`config.mk`:
```
export PLATFORM = sky130hd
export DESIGN_NAME = pci_phase_tracker
export DESIGN_NICKNAME = d
export VERILOG_FILES = /design/src/rtl/pci_trk_pkg.sv /design/src/rtl/pci_trk_cnt.sv /design/src/rtl/pci_trk_fsm.sv /design/src/rtl/pci_phase_tracker.sv
export SDC_FILE = /design/constraint.sdc
export NUM_CORES = 1
export LEC_CHECK = 0
export BUFFER_PORTS_ARGS = -buffer_cell sky130_fd_sc_hd__buf_2
export CELL_PAD_IN_SITES_DETAIL_PLACEMENT = 0
export CELL_PAD_IN_SITES_GLOBAL_PLACEMENT = 1
export CORE_AREA = 8 8 83 85
export CTS_CLUSTER_DIAMETER = 80
export DETAILED_ROUTE_END_ITERATION = 12
export DIE_AREA = 0 0 91 93
export GPL_TIMING_DRIVEN = 0
export PLACE_DENSITY_LB_ADDON = 0.1
export SYNTH_ARGS = -nofsm -noshare
export SYNTH_HDL_FRONTEND = slang
export SYNTH_SLANG_ARGS = --single-unit
```
`constraint.sdc`:
```
create_clock -name clk_i -period 2.91 [get_ports clk_i]
set_input_delay 0.7275 -clock clk_i [delete_from_list [all_inputs] [get_ports clk_i]]
set_output_delay 0.7275 -clock clk_i [all_outputs]
set_load 0.05 [all_outputs]
```
`src/rtl/pci_trk_pkg.sv`:
```
package pci_trk_pkg;
  typedef enum logic {
    ST_IDLE = 1'b0,
    ST_DATA = 1'b1
  } trk_state_e;
endpackage

```
`src/rtl/pci_trk_cnt.sv`:
```
module pci_trk_cnt #(
  parameter int W   = 8,
  parameter bit SAT = 1'b0
) (
  input  logic         clk_i,
  input  logic         rst_ni,
  input  logic         clr_i,
  input  logic         inc_i,
  output logic [W-1:0] q_o
);
  localparam logic [W-1:0] MAX = {W{1'b1}};

  logic [W-1:0] nxt;

  generate
    if (SAT) begin : g_sat
      always_comb nxt = (q_o == MAX) ? q_o : q_o + 1'b1;
    end else begin : g_wrap
      always_comb nxt = q_o + 1'b1;
    end
  endgenerate

  always_ff @(posedge clk_i or negedge rst_ni) begin
    if (!rst_ni)    q_o <= '0;
    else if (clr_i) q_o <= '0;
    else if (inc_i) q_o <= nxt;
  end
endmodule

```
`src/rtl/pci_trk_fsm.sv`:
```
module pci_trk_fsm
  import pci_trk_pkg::*;
(
  input  logic clk_i,
  input  logic rst_ni,
  input  logic frame_ni,
  input  logic irdy_ni,
  input  logic trdy_ni,
  output logic start_o,
  output logic done_o,
  output logic final_o,
  output logic err_o,
  output logic wait_o
);
  trk_state_e state_q, state_d;
  logic in_data, both_rdy;

  assign in_data  = (state_q == ST_DATA);
  assign both_rdy = !irdy_ni && !trdy_ni;

  assign start_o = (state_q == ST_IDLE) && !frame_ni;
  assign done_o  = in_data && both_rdy;
  assign final_o = done_o && frame_ni;
  // master gone without finishing: neither framing nor ready
  assign err_o   = in_data && !both_rdy && frame_ni && irdy_ni;
  assign wait_o  = in_data && !both_rdy && !err_o;

  always_comb begin
    state_d = state_q;
    if (start_o)             state_d = ST_DATA;
    else if (final_o || err_o) state_d = ST_IDLE;
  end

  always_ff @(posedge clk_i or negedge rst_ni) begin
    if (!rst_ni) state_q <= ST_IDLE;
    else         state_q <= state_d;
  end
endmodule

```
`src/rtl/pci_phase_tracker.sv`:
```
module pci_phase_tracker #(
  parameter int DATA_W = 32,
  parameter int PH_W   = 8,
  parameter int WAIT_W = 4
) (
  input  logic              clk_i,
  input  logic              rst_ni,
  input  logic              frame_ni,
  input  logic              irdy_ni,
  input  logic              trdy_ni,
  input  logic [DATA_W-1:0] ad_i,
  input  logic              is_write_i,
  output logic              dval_o,
  output logic [DATA_W-1:0] data_o,
  output logic              last_o,
  output logic              err_o,
  output logic              wr_o,
  output logic [PH_W-1:0]   phase_cnt_o,
  output logic [WAIT_W-1:0] wait_cnt_o
);
  logic start, done, fin, err, wt;

  pci_trk_fsm u_fsm (
    .clk_i    (clk_i),
    .rst_ni   (rst_ni),
    .frame_ni (frame_ni),
    .irdy_ni  (irdy_ni),
    .trdy_ni  (trdy_ni),
    .start_o  (start),
    .done_o   (done),
    .final_o  (fin),
    .err_o    (err),
    .wait_o   (wt)
  );

  pci_trk_cnt #(.W(PH_W), .SAT(1'b0)) u_phase_cnt (
    .clk_i  (clk_i),
    .rst_ni (rst_ni),
    .clr_i  (start),
    .inc_i  (done),
    .q_o    (phase_cnt_o)
  );

  pci_trk_cnt #(.W(WAIT_W), .SAT(1'b1)) u_wait_cnt (
    .clk_i  (clk_i),
    .rst_ni (rst_ni),
    .clr_i  (start),
    .inc_i  (wt),
    .q_o    (wait_cnt_o)
  );

  always_ff @(posedge clk_i or negedge rst_ni) begin
    if (!rst_ni) begin
      dval_o <= 1'b0;
      last_o <= 1'b0;
      err_o  <= 1'b0;
      wr_o   <= 1'b0;
      data_o <= '0;
    end else begin
      dval_o <= done;
      last_o <= fin;
      err_o  <= err;
      if (start) wr_o   <= is_write_i;
      // both readies low: AD valid for either direction
      if (done)  data_o <= ad_i;
    end
  end
endmodule

```
==> qor.yml <==
floorplan:
  io_pins: 86
  dieArea_mm2: 0.00846
  rows: 28
  core-area_mm2: 0.00568
  fp.dieW_um: 91
  die_h_um: 93
  initial_core_util_pct: 35.4
global_route:
  antenna_found_initial: 0
  grt_use_total_pct: 11.5
  gr-total-overflow: 0
  grt_pass1_wl_um: 8000
  first_global_vias: 1684
  grt_max_degree: 50
detailed_routing:
  firstDrtPassIters: 3
  ant_nets: 0
  via_per_inst: 4.33
  drc: 0
  wl_per_cell_um: 12.9
  drt_iter0_markers: 34
  routed_wl_um: 4890
  vias: 1638
place:
  pre_cts_slack_ns: 0.929
  portBuffers: 85
  place_congestion: 0.709
  dpl.hpwl_um: 3630
synthesis:
  synth_nets: 250
  synth-simple-area-share_pct: 26.8
  synth_mux_area_share_pct: 5.04
  synth_top_area_share_pct: 61.0
  synth-compound-area-share_pct: 1.87
  synthTopCellsByArea: "dfrtp_1, nand2_1, mux2i_1"
  synthXorXnorAreaFrac_pct: 0
  yosysWarnings: 0
  synthAdderAreaFrac_pct: 1.25
  avgSynthCellArea_um2: 9.57
  synth.largest_area_cell: "dfrtp_1"
  syn_area_mm2: 0.00201
  synth_top_family_by_area: "simple AND/OR/NAND/NOR gates"
  synth-seq-area-share_pct: 61.0
  ys_seq_elements: 49
  synthDistinctLibCells: 22
  syn_inst: 210
layout:
  drive_gt1_share_pct: 33.7
  mostFrequentLayoutCells: "nand2_1, buf_2, dfrtp_1"
  synthToLayoutAreaGrowth_pct: 31.6
  nNetsFinal: 342
  layout_commonest_cell: "nand2_1"
  diodes: 0
hold_path:
  hp-class: "reg2reg"
  min_to: "data_o[8]"
  hp-start: "data_o[8]"
  hold_depth: 2
power:
  clkPwrFrac_pct: 24.6
  p_leak_nw: 1.57
  peakVddDrop_mv: 0.412
  pwr-share-comb_pct: 33.3
  netSwitchingPower_w: 0.000794
  sequentialPowerShare_pct: 42.1
  p_per_area_mw_per_mm2: 760
  internal_power_w: 0.00122
  power.switching_fraction_pct: 39.5
clocking:
  cts_buffer_depth: 2
  cts-root-buf: "clkbuf_8"
  cts_tree: "yes"
  post_cts_buffers: 0
  cts_buffers: 5
  clock-sinks: 49
  cts_max_level: 2
  ctsResizeCount: 0
  clkTransAtPathRegs_ns: 0.08
  clock_latency_ns: 0.29
  cts_hold_buf: 0
run:
  maxCapViolCount: 0
timing:
  finClkSkew_ns: 0.00771
  tightestPinTransition_ns: 1.07
  hold_viol_final: 0
  worst_slack_ns: 1.15
  post-route-period-util_pct: 60.6
  finalCriticalPeriod_ns: 1.76
  finalSetupViolations: 0
  slew_headroom_pct: 28.6
  rsz0062_at_grt: "no"
  fmax_mhz: 567
  fin_setup_tns_ns: 0
  slew_viol_final: 0
worst_setup_path:
  worstPathRequired_ns: 2.18
  regToRegSetupSlack_ns: 1.41
  end_kind: "primary output"
  criticalPathCategory: "reg2out"
  critPathMaxStageDelay_ns: 0.45
  reg2reg_depth: 5
  path_delay_family: "flip-flops"
  cp_cell_sequence: "buf_2"
  path_buf_inv: 1
  cp_max_fo: 6
  cp_slowest_cell: "dfrtp_1"
  r2r_start: "u_fsm.in_data"
  start_kind: "flop"
  r2r-end: "u_phase_cnt.q_o[0]"
  critPathArrivalTime_ns: 1.04
status:
  run_status: "completed"
## worst register-to-register path, cell delays in order, from the launching register on
cell	delay (ns)
dfrtp_1	0.41
or2_2	0.30
clkbuf_1	0.17
clkbuf_1	0.28
nand3_1	0.15
o21ai_0	0.08
## per-stage QoR
stage / cells / cell area [um^2] / utilization [%] / hold slack, ns / power, W
4_1_cts: 378 / 2650 / 46.6 / 0.478 / 0.00205
5_1_grt: 378 / 2650 / 46.6 / 0.495 / 0.00213
2_1_floorplan: 210 / 2010 / - / 0.432 / 0.00135
3_3_place_gp: 370 / 2530 / 44.6 / 0.454 / 0.00154
6_report: 378 / 2650 / 46.6 / 0.474 / 0.00201
3_5_place_dp: 370 / 2530 / 44.6 / 0.456 / 0.00154
## sequential cells by signal (all words and copies together) (netlist names)
name,cells
u_wait_cnt.q_o,4
last_o,1
dval_o,1
wr_o,1
u_fsm.in_data,1
data_o,32
u_phase_cnt.q_o,8
err_o,1
## cells in the mapped netlist (all sizes together)
library cell / number
a21boi: 2
and2: 1
and3: 5
buf: 5
clkbuf: 5
clkinv: 1
dfrtp: 49
ha: 2
inv: 3
mux2: 1
mux2i: 9
nand2: 109
nand3: 5
nand3b: 1
nand4: 4
nor3b: 1
o21a: 1
o21ai: 3
or2: 2
or3b: 1
## per-layer routing
metal | GRT usage [%] | wire (um)
met1 | 14.0 | 2210
met2 | 18.3 | 2270
met3 | 5.05 | 384
met4 | 2.86 | 26
met5 | 0 | 0
## area by class of cell
class                      count  area [um^2]
sequential                    49         1230
inverter                       4         16.3
timing repair buffer          85          425
buffer                        10         63.8
clock inverter                 1         30.0
fill                         598         3030
clock buffer                   7         86.3
tap                           75         93.8
multi-input combinational    147          703
## kinds of logic (layout without fill, tap and decap cells)
| logic type | Yosys count | count (layout) |
|---|---|---|
| AO/OA/AOI/OAI | 6 | 6 |
| buffers and inverters | 14 | 107 |
| AND/OR/NAND/NOR | 129 | 129 |
| multiplexers | 10 | 10 |
| adder cells (fa/ha/maj) | 2 | 2 |
| flip-flops | 49 | 49 |
## how the worst max path moves through the flow
stage / startpoint / endpoint / slack (ns) / cells past startpoint
3_3_place_gp: trdy_ni / data_o[3] / 0.94 / 8
2_1_floorplan: trdy_ni / u_phase_cnt.q_o[7] / 1.11 / 6
3_5_place_dp: trdy_ni / data_o[3] / 0.93 / 8
6_report: u_phase_cnt.q_o[3] / phase_cnt_o[3] / 1.15 / 1
5_1_grt: u_phase_cnt.q_o[3] / phase_cnt_o[3] / 1.10 / 1
4_1_cts: u_phase_cnt.q_o[3] / phase_cnt_o[3] / 1.14 / 1
## power groups by stage
stage	Combinational [W]	Clock, W	Sequential (W)
after global routing	0.000720	0.000543	0.000862
final	0.000670	0.000494	0.000846
after detailed placement	0.000680	0	0.000860
after CTS	0.000681	0.000518	0.000847
after global placement	0.000677	0	0.000859
after floorplan	0.000128	0	0.00122
(Power assumes the default switching activity.)
